### src/rtl/dpot_pkg.sv
package dpot_pkg;

    localparam int INSTR_W = 8;
    localparam int WORD_W  = 16;
    localparam int FRAME_W = INSTR_W + WORD_W;
    localparam int OPC_W   = 4;
    localparam int SEL_W   = 2;
    localparam int PAD_W   = INSTR_W - OPC_W - SEL_W;

    typedef enum logic [OPC_W-1:0] {
        OP_WR_WCR    = 4'h1,
        OP_RD_WCR    = 4'h2,
        OP_WR_DR     = 4'h3,
        OP_RD_DR     = 4'h4,
        OP_DR_TO_WCR = 4'h5,
        OP_WCR_TO_DR = 4'h6
    } opcode_e;

    typedef struct packed {
        logic [OPC_W-1:0] opc;
        logic [PAD_W-1:0] pad;
        logic [SEL_W-1:0] sel;
    } instr_t;

    typedef struct packed {
        instr_t            ins;
        logic [WORD_W-1:0] data;
    } frame_t;

    function automatic logic writes_bank(input logic [OPC_W-1:0] opc);
        return (opc == OP_WR_DR) || (opc == OP_WCR_TO_DR);
    endfunction

    function automatic logic reads_reg(input logic [OPC_W-1:0] opc);
        return (opc == OP_RD_WCR) || (opc == OP_RD_DR);
    endfunction

endpackage

### src/rtl/dpot_spi_rx.sv
module dpot_spi_rx
    import dpot_pkg::*;
(
    input  logic              clk,
    input  logic              rst,
    input  logic              spi_sclk,
    input  logic              spi_cs_n,
    input  logic              spi_mosi,
    input  logic [WORD_W-1:0] tx_word,
    output instr_t            hdr,
    output frame_t            cmd,
    output logic              cmd_valid,
    output logic              spi_miso
);

    localparam int CNT_W = $clog2(FRAME_W + 1);
    localparam logic [CNT_W-1:0] HDR_LAST   = CNT_W'(INSTR_W - 1);
    localparam logic [CNT_W-1:0] HDR_DONE   = CNT_W'(INSTR_W);
    localparam logic [CNT_W-1:0] FRAME_LAST = CNT_W'(FRAME_W - 1);
    localparam logic [CNT_W-1:0] FRAME_END  = CNT_W'(FRAME_W);

    logic [2:0]         sclk_sr;
    logic [1:0]         cs_sr;
    logic [1:0]         mosi_sr;
    logic               sclk_rise;
    logic               sclk_fall;
    logic               selected;
    logic               mosi_s;
    logic [CNT_W-1:0]   bit_cnt;
    logic [FRAME_W-1:0] shreg;
    logic [WORD_W-1:0]  tx_q;

    // two-stage synchronisers plus one edge-detect stage for the clock
    always_ff @(posedge clk) begin
        if (rst) begin
            sclk_sr <= '0;
            cs_sr   <= '1;
            mosi_sr <= '0;
        end else begin
            sclk_sr <= {sclk_sr[1:0], spi_sclk};
            cs_sr   <= {cs_sr[0], spi_cs_n};
            mosi_sr <= {mosi_sr[0], spi_mosi};
        end
    end

    assign sclk_rise = sclk_sr[1] & ~sclk_sr[2];
    assign sclk_fall = ~sclk_sr[1] & sclk_sr[2];
    assign selected  = ~cs_sr[1];
    assign mosi_s    = mosi_sr[1];

    // instruction byte as it stands on the edge that completes it
    assign hdr = instr_t'({shreg[INSTR_W-2:0], mosi_s});

    always_ff @(posedge clk) begin
        if (rst || !selected) begin
            bit_cnt   <= '0;
            tx_q      <= '0;
            cmd_valid <= 1'b0;
        end else begin
            cmd_valid <= 1'b0;
            if (sclk_rise && bit_cnt < FRAME_END) begin
                shreg   <= {shreg[FRAME_W-2:0], mosi_s};
                bit_cnt <= bit_cnt + 1'b1;
                if (bit_cnt == HDR_LAST) begin
                    tx_q <= tx_word;
                end
                if (bit_cnt == FRAME_LAST) begin
                    cmd_valid <= 1'b1;
                end
            end else if (sclk_fall && bit_cnt > HDR_DONE && bit_cnt < FRAME_END) begin
                tx_q <= {tx_q[WORD_W-2:0], 1'b0};
            end
        end
    end

    assign cmd      = frame_t'(shreg);
    assign spi_miso = selected & tx_q[WORD_W-1];

endmodule

### src/rtl/dpot_regs.sv
module dpot_regs
    import dpot_pkg::*;
#(
    parameter int WIPER_W     = 10,
    parameter int NUM_DR      = 4,
    parameter int BUSY_CYCLES = 8000,
    parameter int DEFAULT_POS = 512
) (
    input  logic                             clk,
    input  logic                             rst,
    input  logic                             cmd_valid,
    input  frame_t                           cmd,
    input  instr_t                           hdr,
    output logic [WIPER_W-1:0]               wiper,
    output logic [NUM_DR-1:0][WIPER_W-1:0]   nv_bank,
    output logic                             busy,
    output logic [WORD_W-1:0]                rd_word
);

    localparam int IDX_W  = $clog2(NUM_DR);
    localparam int BCNT_W = $clog2(BUSY_CYCLES + 1);
    localparam logic [BCNT_W-1:0] BUSY_LOAD = BCNT_W'(BUSY_CYCLES);

    logic [NUM_DR-1:0][WIPER_W-1:0] nv_q;
    logic [WIPER_W-1:0]             wcr_q;
    logic [BCNT_W-1:0]              bcnt_q;
    logic [IDX_W-1:0]               cmd_idx;
    logic [IDX_W-1:0]               hdr_idx;
    logic                           bank_wr;
    logic [WIPER_W-1:0]             bank_wdata;
    logic [WIPER_W-1:0]             rd_val;

    assign cmd_idx = cmd.ins.sel[IDX_W-1:0];
    assign hdr_idx = hdr.sel[IDX_W-1:0];
    assign busy    = (bcnt_q != '0);
    assign bank_wr = cmd_valid && !rst && !busy && writes_bank(cmd.ins.opc);
    assign bank_wdata = (cmd.ins.opc == OP_WR_DR) ? cmd.data[WIPER_W-1:0] : wcr_q;

    // stored image at power-up; reset never touches the bank afterwards
    initial begin
        for (int i = 0; i < NUM_DR; i++) begin
            nv_q[i] <= (i == 0) ? WIPER_W'(DEFAULT_POS) : '0;
        end
    end

    always @(posedge clk) begin
        if (bank_wr) begin
            nv_q[cmd_idx] <= bank_wdata;
        end
    end

    always_ff @(posedge clk) begin
        if (rst) begin
            wcr_q  <= nv_q[0];
            bcnt_q <= '0;
        end else begin
            if (bank_wr) begin
                bcnt_q <= BUSY_LOAD;
            end else if (busy) begin
                bcnt_q <= bcnt_q - 1'b1;
            end
            if (cmd_valid) begin
                case (cmd.ins.opc)
                    OP_WR_WCR:    wcr_q <= cmd.data[WIPER_W-1:0];
                    OP_DR_TO_WCR: wcr_q <= nv_q[cmd_idx];
                    default:      ;
                endcase
            end
        end
    end

    always_comb begin
        rd_val = '0;
        case (hdr.opc)
            OP_RD_WCR: rd_val = wcr_q;
            OP_RD_DR:  rd_val = nv_q[hdr_idx];
            default:   rd_val = '0;
        endcase
        rd_word              = '0;
        rd_word[WORD_W-1]    = busy;
        rd_word[WIPER_W-1:0] = reads_reg(hdr.opc) ? rd_val : '0;
    end

    assign wiper   = wcr_q;
    assign nv_bank = nv_q;

endmodule

### src/rtl/dpot_tap_dec.sv
module dpot_tap_dec #(
    parameter int WIPER_W = 10
) (
    input  logic [WIPER_W-1:0]         code,
    output logic [(1<<WIPER_W)-1:0]    onehot
);

    localparam int TAPS = 1 << WIPER_W;

    for (genvar i = 0; i < TAPS; i++) begin : g_tap
        assign onehot[i] = (code == WIPER_W'(i));
    end

endmodule

### src/rtl/dpot_ctrl.sv
module dpot_ctrl
    import dpot_pkg::*;
#(
    parameter int WIPER_W     = 10,
    parameter int NUM_DR      = 4,
    parameter int BUSY_CYCLES = 8000,
    parameter int DEFAULT_POS = 512
) (
    input  logic                      clk,
    input  logic                      rst,
    input  logic                      spi_sclk,
    input  logic                      spi_cs_n,
    input  logic                      spi_mosi,
    output logic                      spi_miso,
    output logic [WIPER_W-1:0]        wiper_code,
    output logic [(1<<WIPER_W)-1:0]   tap_sel
);

    instr_t                         hdr;
    frame_t                         cmd;
    logic                           cmd_valid;
    logic [WORD_W-1:0]              rd_word;
    logic                           busy;
    logic [NUM_DR-1:0][WIPER_W-1:0] nv_bank;

    dpot_spi_rx u_spi (
        .clk       (clk),
        .rst       (rst),
        .spi_sclk  (spi_sclk),
        .spi_cs_n  (spi_cs_n),
        .spi_mosi  (spi_mosi),
        .tx_word   (rd_word),
        .hdr       (hdr),
        .cmd       (cmd),
        .cmd_valid (cmd_valid),
        .spi_miso  (spi_miso)
    );

    dpot_regs #(
        .WIPER_W     (WIPER_W),
        .NUM_DR      (NUM_DR),
        .BUSY_CYCLES (BUSY_CYCLES),
        .DEFAULT_POS (DEFAULT_POS)
    ) u_regs (
        .clk       (clk),
        .rst       (rst),
        .cmd_valid (cmd_valid),
        .cmd       (cmd),
        .hdr       (hdr),
        .wiper     (wiper_code),
        .nv_bank   (nv_bank),
        .busy      (busy),
        .rd_word   (rd_word)
    );

    dpot_tap_dec #(
        .WIPER_W (WIPER_W)
    ) u_dec (
        .code   (wiper_code),
        .onehot (tap_sel)
    );

endmodule

### config.mk
export PLATFORM = sky130hd
export DESIGN_NAME = dpot_ctrl
export DESIGN_NICKNAME = d
export VERILOG_FILES = /design/src/rtl/dpot_pkg.sv /design/src/rtl/dpot_spi_rx.sv /design/src/rtl/dpot_regs.sv /design/src/rtl/dpot_tap_dec.sv /design/src/rtl/dpot_ctrl.sv
export SDC_FILE = /design/constraint.sdc
export NUM_CORES = 1
export LEC_CHECK = 0
export ABC_AREA = 1
export ABC_CLOCK_PERIOD_IN_PS = 3100
export BUFFER_PORTS_ARGS = -buffer_cell sky130_fd_sc_hd__buf_2
export CORE_AREA = 8 8 400 402
export DETAILED_ROUTE_END_ITERATION = 16
export DIE_AREA = 0 0 408 410
export PLACE_DENSITY = 0.3
export SYNTH_ARGS = -nofsm -noshare
export SYNTH_HDL_FRONTEND = slang
export SYNTH_SLANG_ARGS = --single-unit
### constraint.sdc
create_clock -name clk -period 3.1 [get_ports clk]
set_input_delay 0.465 -clock clk [delete_from_list [all_inputs] [get_ports clk]]
set_output_delay 0.465 -clock clk [all_outputs]
set_load 0.05 [all_outputs]
# Yosys cells after proc, flatten, opt, wreduce, memory -nomap -nowiden

Cells that the tools add are included.

Register bits after elaboration: 116
Bits of input ports: 5
Output and inout bits: 1035
Word-level logic and storage cells: 1103

Add/sub/neg operators: 2
Order comparisons: 5
Equal/unequal tests: 1032
Mux-type cells: 19
Bitwise operators: 8
Reduce and logical (&&, ||, !) cells: 23

Operator list:

| cell                  | count |
|---|---|
| $eq 10x10->1 const B  | 512 |
| $eq 10x9->1 const B   | 256 |
| $eq 10x8->1 const B   | 128 |
| $eq 10x7->1 const B   | 64 |
| $eq 10x6->1 const B   | 32 |
| $eq 10x5->1 const B   | 16 |
| $eq 10x4->1 const B   | 8 |
| $mux 10               | 7 |
| $mux 16               | 3 |
| $bmux 10 s2           | 2 |
| $bwmux 40             | 1 |
| $eq 10x3->1 const B   | 4 |
| $pmux 10 s2           | 2 |
| $mux 13               | 2 |
| $demux 10 s2          | 1 |
| $eq 10x2->1 const B   | 2 |
| $reduce_bool 13->1    | 1 |
| $sub 13x1->13 const B | 1 |
| $eq 4x3->1 const B    | 3 |
| $eq 10x1->1 const B   | 1 |
| $logic_not 10->1      | 1 |
| $eq 4x2->1 const B    | 2 |
| $logic_and 1x1->1     | 7 |
| $lt 2x3->1 const B    | 2 |
| 17 further kinds      | 31 |

# Longest topological paths before layout

Gate-level depths: netlist (run 1).

Word-level depth: 6
Mapped depth: 10
Mapped depth without buffers: 10

# Modules after synthesis

Synthesis (run 1) repeated with hierarchy kept, for this count alone.

Cell total of the unflattened synthesis: 2131
Area total of the unflattened synthesis: 11437.2 um^2

Modules (own cells, without submodules):

| module       | times used | cells an instance | area an instance (um^2) | seq. area each (um^2) |
|---|---|---|---|---|
| dpot_tap_dec | 1          | 1491              | 5734.2                  | 0.0 |
| dpot_regs    | 1          | 387               | 3377.0                  | 1761.7 |
| dpot_spi_rx  | 1          | 253               | 2326.0                  | 1301.2 |

# Worst setup path after synthesis (run 1)

Ideal clock, no wire load.

Kind: register -> output
Start: register u_regs.wcr_q[1], in the netlist u_regs.wiper[1]
End: output port tap_sel[111]
Data arrival time: 2.163 ns
Data required time: 2.635 ns
Path slack: 0.472 ns
Stages on the path, launching flop included: 6
Cell sequence: edfxtp_1 nand2_1 nor2_1 buf_4 nand2_1 nor2_1

Word-level cells in the longest chain between the ends: 1

Ends and longest elaborated chain:

| item                   | RTL line           | source |
|---|---|---|
| from (decl)            | dpot_regs.sv:25    | `logic [WIPER_W-1:0] wcr_q;` |
| from (signal assigned) | dpot_regs.sv:54    | `wcr_q <= nv_q[0];` |
| from (signal assigned) | dpot_regs.sv:64    | `OP_WR_WCR: wcr_q <= cmd.data[WIPER_W-1:0];` |
| from (signal assigned) | dpot_regs.sv:65    | `OP_DR_TO_WCR: wcr_q <= nv_q[cmd_idx];` |
| $eq 10x7->1            | dpot_tap_dec.sv:11 | `assign onehot[i] = (code == WIPER_W'(i));` |
| to (decl)              | dpot_ctrl.sv:16    | `output logic [(1<<WIPER_W)-1:0] tap_sel` |

Every way passes these cells.

# Worst setup path after layout (run 1)

Start: register u_regs.wcr_q[3], in the netlist u_regs.wiper[3]
End: output port tap_sel[999]

Word-level cells in the longest chain between the ends: 1

Ends and longest elaborated chain:

| item         | RTL line |
|---|---|
| $eq 10x10->1 | dpot_tap_dec.sv:11 |

Every way passes these cells.

==> results of run 1 <==
==> metrics by stage <==
stage	util [%]	cell area (um^2)	worst slack, ps
final	14.8	22600	31.2
after detailed placement	14.1	21600	43.6
after CTS	14.6	22400	-95.3
after floorplan	-	11100	472
after global routing	14.8	22600	-12.5
after global placement	14.1	21600	-10.8
==> how the worst min path moves through the flow <==
stage                     cells past startpoint          endpoint        startpoint  slack [ps]
final                                         2    u_spi.cs_sr[0]          spi_cs_n         230
after global routing                          2    u_spi.cs_sr[0]          spi_cs_n         210
after CTS                                     2    u_spi.cs_sr[0]          spi_cs_n         210
after detailed placement                      2  u_spi.sclk_sr[1]  u_spi.sclk_sr[0]         400
after global placement                        2  u_spi.sclk_sr[1]  u_spi.sclk_sr[0]         400
after floorplan                               2  u_spi.mosi_sr[1]  u_spi.mosi_sr[0]         390
==> metal layers <==
layer,track usage [%],up-vias,wire length (um)
met4,5.23,0,5140
met5,0,-,0
met2,28.8,890,71900
met3,3.92,112,9460
li1,-,8523,-
met1,20.4,9104,62100
==> flip-flops by register name, indices dropped and copies added (netlist names) <==
| signal | flops |
|---|---|
| u_spi.cmd | 24 |
| u_spi.cs_sr | 2 |
| u_regs.nv_bank | 40 |
| u_regs.wiper | 10 |
| u_spi.sclk_sr | 3 |
| u_spi.cmd_valid | 1 |
| u_spi.mosi_sr | 2 |
| u_regs.bcnt_q | 13 |
| u_spi.tx_q | 16 |
| u_spi.bit_cnt | 5 |
==> cell type report <==
type / count / area, um^2
fill: 18157 / 131000
timing repair buffer: 1211 / 8860
multi-input combinational: 1729 / 7220
sequential: 116 / 3060
tap: 2044 / 2560
clock buffer: 17 / 425
inverter: 103 / 387
clock inverter: 15 / 130
antenna: 5 / 12.5
==> report_power, final <==
group	internal, uW	switching, uW	total, uW	leakage (uW)
clock network	1100	789	1890	0.000260
registers	1720	77.3	1790	0.00102
logic	378	974	1350	0.00991
==> repair_timing <==
item	4_1_cts	5_1_grt
gates resized for setup	60	50
setup buffers	10	13
endpoints found under the setup margin	145	255
pin swaps	2	3
==> cells by family after synthesis <==
| logic type | after synthesis | share of synthesized area [%] |
|---|---|---|
| DFF | 116 | 27.7 |
| buffers and inverters | 266 | 10.7 |
| and+or+nand+nor | 1631 | 56.5 |
| AOI/OAI and AO/OA | 90 | 4.37 |
| adders and majority gates | 3 | 0.340 |
| xor gates and xnor gates | 5 | 0.396 |
==> layout by cell type, fill, tap and decap left out, types with 3 or more instances in the layout <==
cell type,Yosys,final
a21oi_1,42,42
a22oi_1,5,5
buf_12,0,159
buf_2,47,895
buf_4,34,140
buf_6,0,4
clkbuf_16,0,17
clkbuf_4,0,13
clkinv_2,0,3
clkinvlp_4,0,5
dfxtp_1,42,42
diode_2,0,5
edfxtp_1,74,74
ha_1,3,3
inv_1,103,103
inv_6,0,4
nand2_1,447,373
nand2_2,1,70
nand2_4,0,5
nand3_1,51,51
nand4_1,4,4
nor2_1,1112,1071
nor2_2,0,21
nor2_4,0,20
nor3_1,3,3
o2111ai_1,4,4
o21ai_0,37,37
or2_2,11,11
xor2_1,4,4
==> critical path, stage by stage (launching register included) <==
cell      delay [ps]
edfxtp_1         450
inv_1            130
nand2_1          160
buf_4            210
nor2_4            90
buf_12           250
nand2_1          360
nor2_1           210
buf_2            290
==> qor.yml, run 1 <==
hp-class: "in2reg"
grt_usage_pct: 16.7
reg2reg_depth: 6
grt_max_degree: 99
clockRootBuffer: "clkbuf_16"
yosysMostFrequentCell: "nor2_1"
worstMarginPinSlew_ps: 818
syn_area_mm2: 0.0111
crit_required_ps: 2630
r2r_setup_slack_ps: 760
synth.distinct_cells: 24
crit_path_end_kind: "output pin"
htree_levels: 4
synth_top_area_cell: "nor2_1"
fin_tns_setup_ps: 0
clkLatencyLatePin_ps: 430
yosys-top-cells-area: "nor2_1 (38%), edfxtp_1 (20%), nand2_1 (15%)"
nets: 3186
cellLeakagePower_uw: 0.0112
yosysSeqAreaShare_pct: 27.7
die_h_um: 410
io_buffers: 1039
cts_buffers: 17
fp.dieW_um: 408
drt_first_pass_iters: 5
fin_crit_ps: 3070
globalRouteOverflowTotal: 0
cts_buffer_depth: 2
holdBufCountCts: 0
syn_avg_cell_area_um2: 5.24
drc: 0
die_area_mm2: 0.167
relSlewSlack_pct: 45.5
gp_congestion: 0.850
path_clk_slew_ps: 60
postSynth.asyncResetShare_pct: 0
wire_per_inst_um: 28.4
arrival_ps: 2600
grt_pass1_wl_mm: 191
hpwl_mm: 125
drt_iter0_markers: 1581
cts_tree: "built"
vias: 18629
finalPower_uw: 5040
hold_violations: 0
ant_nets: 0
crit_end: "tap_sel[999]"
powerDensity_mw_per_mm2: 222
post-route-period-util_pct: 99.0
netlist_instances: 2111
cap_violations: 0
cp-startpoint: "u_regs.wiper[3]"
slew_violations: 0
synth_top_flop_cell: "edfxtp_1"
rsz0062_at_grt: "true"
antenna_found_initial: 12
synthTopCellsByCount: "nor2_1 (1112), nand2_1 (447), inv_1 (103)"
syn_nets: 2119
clock_sinks: 116
start_util_pct: 7.21
worst_hold_slack_ps: 231
fmax_ghz: 0.326
setup_violations: 0
viasPerCell: 3.56
r2r-start: "u_spi.cmd[21]"
synth-edff-count: 74
fin_worst_skew_ps: 13.2
yosysWarningCount: 0
synth_seq_cells: 116
core-area_mm2: 0.153
drive_above_1_share_pct: 42.9
reg2reg_to: "u_regs.wiper[3]"
critPathMaxFanout: 16
wl_mm: 149
max-vdd-ir-drop_mv: 0.305
yosysTopAreaCellShare_pct: 37.8
cp-start-kind: "flip-flop"
ios: 1040
crit_type: "reg2out"
grt_pass1_vias: 18606
outcome: "finished, final reports clean"
dp.cells: 5180
area_growth_pct: 105
rows: 144
fin_cells: 5240
Power figures use the tool's default switching activity.
==> inputs of run 2 (changes only) <==
Settings changed: CAP_MARGIN set to 20, RECOVER_POWER set to 50.
==> qor.yml, run 2 (same netlist as run 1, synthesis figures left out) <==
outcome: "finished, final reports clean"
path_clk_slew_ps: 60  # about the same
reg2reg_depth: 7  # +1
htree_levels: 4  # unchanged
die_area_mm2: 0.167  # unchanged
nets: 3186  # unchanged
antenna_found_initial: 12  # unchanged
hp-class: "in2reg"
largest_reg_flops: 40  # unchanged
max-vdd-ir-drop_mv: 0.303  # -0.44%
hold_violations: 0  # unchanged
area_growth_pct: 104
drt_iter0_markers: 1516  # -4.1%
timing.critical_path.buf_inv: 4  # unchanged
fin_worst_skew_ps: 15.1  # +1.87 ps
final_cell_mix: "nor2_1 (1072), buf_2 (727), nand2_1 (378)"
wl_mm: 148  # about the same
worstMarginPinSlew_ps: 1210  # +391 ps
grt_usage_pct: 16.7  # unchanged
powerDensity_mw_per_mm2: 223  # +0.40%
cp-start-kind: "flip-flop"
relSlewSlack_pct: 19.4  # -26 points
path_common_cell: "nand2_1"
top_layer: "met4"
cts_buffers: 17  # unchanged
viasPerCell: 3.54  # -0.37%
ios: 1040  # unchanged
hold_depth: 2  # unchanged
grt_pass1_wl_mm: 191  # unchanged
fin_crit_ps: 3080  # +6.30 ps
io_buffers: 1039  # unchanged
arrival_ps: 2610  # about the same
cap_violations: 0  # unchanged
crit_chain: "inv_1, nand2_1, buf_4, nor2_4, buf_12, nand2_1, nor2_1, buf_2"
core-area_mm2: 0.153  # unchanged
final_common_cell: "nor2_1"
crit_type: "reg2out"
vias: 18578  # -0.27%
setup_violations: 0  # unchanged
fp.dieW_um: 408  # unchanged
clockRootBuffer: "clkbuf_16"
clkLatencyLatePin_ps: 440  # about the same
cts_tree: "built"
drive_above_1_share_pct: 41.8  # -1.1 points
drt_first_pass_iters: 5  # unchanged
critPathMaxFanout: 16  # unchanged
cts_buffer_depth: 2  # unchanged
worst_path_max_delay_cell: "edfxtp_1"
grt_max_degree: 99  # unchanged
clock_sinks: 116  # unchanged
fmax_ghz: 0.325  # -0.20%
post-route-period-util_pct: 99.2  # +0.20 points
rsz0062_at_grt: "true"
nFillCells: 18180  # +0.13%
dp_slack_ps: 43.6  # unchanged
ant_nets: 0  # unchanged
grt_pass1_vias: 18606  # unchanged
place_area_mm2: 0.0216  # unchanged
critical-path-max-stage-delay_ps: 450  # about the same
wire_per_inst_um: 28.3  # -0.18%
drc: 0  # unchanged
start_util_pct: 7.21  # unchanged
cellLeakagePower_uw: 0.0109  # -2.5%
wl_met3_mm: 10.2  # +7.7%
crit_required_ps: 2630  # about the same
setup_ws_ps: 24.9  # -6.30 ps
gp_congestion: 0.850  # unchanged
crit_path_end_kind: "output pin"
cp_top_family: "buffers and inverters"
hpwl_mm: 125  # unchanged
die_h_um: 410  # unchanged
wl_met2_mm: 71.8  # -0.11%
rows: 144  # unchanged
globalRouteOverflowTotal: 0  # unchanged
crit_cells: 8  # unchanged
wl_met1_mm: 61.3  # -1.3%
slew_violations: 0  # unchanged
design_area_mm2: 0.0225  # -0.66%
==> run 2: stage by stage <==
stage	hold WS, ps	setup TNS (ps)	cells	total power, uW	utilization (%)
floorplan	388	0	2111	2640	-
CTS	207	-721	5222	5100	14.6
finish	232	0	5245	5020	14.7
global placement	399	-10.8	5180	3170	14.1
detailed placement	397	0	5180	3170	14.1
global route	212	-40.6	5236	5340	14.7
==> run 2: repair_timing <==
| action | in CTS | in global routing |
|---|---|---|
| gates resized for setup | 60 | 50 |
| setup buffers | 10 | 13 |
| hold buffers | 0 | 0 |
| setup endpoints to repair | 145 | 255 |
| cloned | 0 | 0 |
| pin swaps | 2 | 3 |
==> run 2: final cells by class <==
type                            count  area (um^2)  area share [%]
Clock buffer                       17          425            1.89
Clock inverter                     15          130           0.578
Inverter                          103          387            1.72
Antenna cell                       10         25.0           0.111
Multi-Input combinational cell   1729         7200            32.0
Tap cell                         2044         2560            11.4
Sequential cell                   116         3060            13.6
Timing Repair Buffer             1211         8710            38.7
==> run 2: worst register-to-register path, delay by kind of cell (launching register included) <==
family	cells	cell delay [ps]
and+or+nand+nor	3	550
DFF	1	330
buffers and inverters	4	1560
==> run 2: report_power, final <==
group	internal, uW	total, uW	switching (uW)
Sequential	1720	1790	76.7
Combinational	369	1340	972
Clock	1100	1890	787
Total	3190	5020	1840
==> run 2: layer usage <==
layer,up-vias,track usage [%]
met2,911,28.8
met5,-,0
li1,8541,-
met4,0,5.23
met1,9018,20.4
met3,108,3.92
==> run 2: path summary, 6_finish.rpt <==
kind	endpoint	slack, ps	startpoint
worst max-delay path	tap_sel[999]	20	u_regs.wiper[3]
worst min register to register	u_spi.sclk_sr[1]	410	u_spi.sclk_sr[0]
worst max register to register	u_spi.cmd[1]	340	u_spi.bit_cnt[3]
worst min-delay path	u_spi.cs_sr[0]	230	spi_cs_n
==> inputs of run 3 (changes only) <==
Settings changed: ABC_CLOCK_PERIOD_IN_PS 3100 to 2500, CORE_AREA 8 8 400 402 to 8 8 398 400, DIE_AREA 0 0 408 410 to 0 0 406 408.
Clock period 3.1 ns to 2.5 ns, I/O delays scaled along.
==> qor.yml, run 3 (same netlist as run 1, synthesis figures left out) <==
io_buffers: 1039  # unchanged
power_frac_comb_pct: 30.3  # +3.6 points
setup_ws_ps: -150  # -175 ps
hp-class: "in2reg"
clkLatencyLatePin_ps: 420  # -20 ps
cap_violations: 0  # unchanged
die_h_um: 408  # -0.49%
max-vdd-ir-drop_mv: 0.430  # +42%
final_common_cell: "nor2_1"
outcome: "finished, violations left"
dp.cells: 5366  # +3.6%
slew_violations: 0  # unchanged
critPathMaxFanout: 5  # -11
cellLeakagePower_uw: 0.0141  # +29%
grt_pass1_vias: 19256  # +3.5%
failed_checks: "setup timing"
largest_reg_flops: 40  # unchanged
nets: 3442  # +8.0%
start_util_pct: 7.24  # +0.034 points
fin_cells: 5497  # +4.8%
fin_tns_setup_ps: -27790  # -27790 ps
antenna_found_initial: 8  # -4
fin_worst_skew_ps: 8.43  # -6.64 ps
vias: 19765  # +6.4%
switching_share_pct: 35.0  # -1.5 points
place_area_mm2: 0.0261  # +21%
rows: 144  # unchanged
drt_first_pass_iters: 7  # +2
final_cell_mix: "nor2_1 (736), buf_4 (462), buf_2 (385)"
die_area_mm2: 0.166  # -0.98%
grt_pass1_wl_mm: 191  # about the same
drc: 0  # unchanged
cts_tree: "built"
nFillCells: 17159  # -5.6%
cts_buffers: 17  # unchanged
gp_congestion: 0.869  # +2.3%
switchingPower_uw: 2390  # +30%
cp-start-kind: "flip-flop"
crit_path_end_kind: "output pin"
setup_violations: 613  # +613
ios: 1040  # unchanged
core-area_mm2: 0.153  # -0.47%
wire_per_inst_um: 28.0  # -1.1%
globalRouteOverflowTotal: 0  # unchanged
fp.dieW_um: 406  # -0.49%
rsz0062_at_grt: "true"
htree_levels: 4  # unchanged
p_int_uw: 4430  # +39%
ant_nets: 0  # unchanged
area_growth_pct: 189
clockRootBuffer: "clkbuf_16"
crit_type: "reg2out"
p_clk_share_pct: 37.1  # -0.5 points
cts_buffer_depth: 2  # unchanged
final_util_pct: 20.9  # +6.2 points
arrival_ps: 2280  # -330 ps
seqPwrFrac_pct: 32.6  # -3.1 points
post-route-period-util_pct: 106
grt_usage_pct: 16.8  # +0.17 points
clock_sinks: 116  # unchanged
worstMarginPinSlew_ps: 1100  # -106 ps
path_clk_slew_ps: 60  # about the same
relSlewSlack_pct: 26.5  # +7.1 points
hold_violations: 0  # unchanged
holdBufCountCts: 0  # unchanged
grt_max_degree: 65  # -34%
crit_required_ps: 2120  # -510 ps
design_area_mm2: 0.0319  # +42%
fin_crit_ps: 2650
hpwl_mm: 124  # -0.49%
wl_mm: 154  # +3.7%
drt_iter0_markers: 1296  # -15%
viasPerCell: 3.60  # +1.5%
drive_above_1_share_pct: 59.5  # +18 points
fmax_ghz: 0.377
powerDensity_mw_per_mm2: 214  # -4.3%
run 3: cell types whose count changed in the layout (fill, tap and decap cells not counted), sizes merged:
| cell | before | now |
|---|---|---|
| clkbuf | 218 | 60 |
| inv | 107 | 103 |
| buf | 1010 | 1425 |
| clkinv | 5 | 9 |
| bufbuf | 0 | 1 |
| diode | 10 | 6 |
| clkinvlp | 5 | 0 |
| bufinv | 1 | 4 |
run 3: routing by layer:
layer | global-route usage (%) | routed length, um | vias to the layer above
met5 | 0 | 0 | -
met4 | 3.92 | 4150 | 0
met3 | 4.52 | 11600 | 112
met2 | 28.5 | 72800 | 915
met1 | 21.2 | 65400 | 9684
li1 | - | - | 9054
run 3: critical path, cell delays in order (launching register included):
cell and delay (ps):
edfxtp_1 500, inv_2 150, nand2_4 110, nor2_4 140, buf_12 140, clkbuf_16 170
nand2_1 180, nor2_1 170, buf_2 290
run 3: worst paths after layout:
kind / startpoint / end / slack, ps / depth (start not counted)
hold / removal: spi_cs_n / u_spi.cs_sr[0] / 140 / 2
hold reg to reg: u_spi.sclk_sr[0] / u_spi.sclk_sr[1] / 400 / 2
setup reg to reg: u_spi.cmd[20] / u_regs.wiper[2] / 190 / 6
setup / recovery: u_regs.wiper[3] / tap_sel[259] / -150 / 8
run 3: power by group through the flow:
stage               sequential [uW]  combinational (uW)  clock [uW]
global route                   2240                2260        2680
CTS                            2220                1910        2590
global placement               2270                1760           0
detailed placement             2260                1750           0
finish                         2220                2070        2530
floorplan                      2260                1030           0
run 3: layout make-up:
class	count	area [um^2]	area share, %
repair buffers	1467	15800	49.4
multi-input cells	1729	9520	29.8
flip-flops and latches	116	3060	9.60
well taps	2044	2560	8.01
clock buffers	19	433	1.36
inverters	103	387	1.21
clock inverters	13	164	0.514
diodes	6	15.0	0.0470
run 3: timing repair:
| item | CTS | global route |
|---|---|---|
| gates resized for setup | 732 | 611 |
| endpoints found under the setup margin | 1024 | 1014 |
| cloned | 4 | 11 |
| setup buffers | 31 | 53 |
| pin swaps | 19 | 32 |
run 3: metrics by stage:
stage	hold slack [ps]	total power [uW]	setup WS, ps
5_1_grt	131	7180	-230
3_5_place_dp	393	4020	-98.1
6_report	140	6820	-150
3_3_place_gp	396	4030	-101
4_1_cts	119	6720	-144
2_1_floorplan	388	3290	-38.0
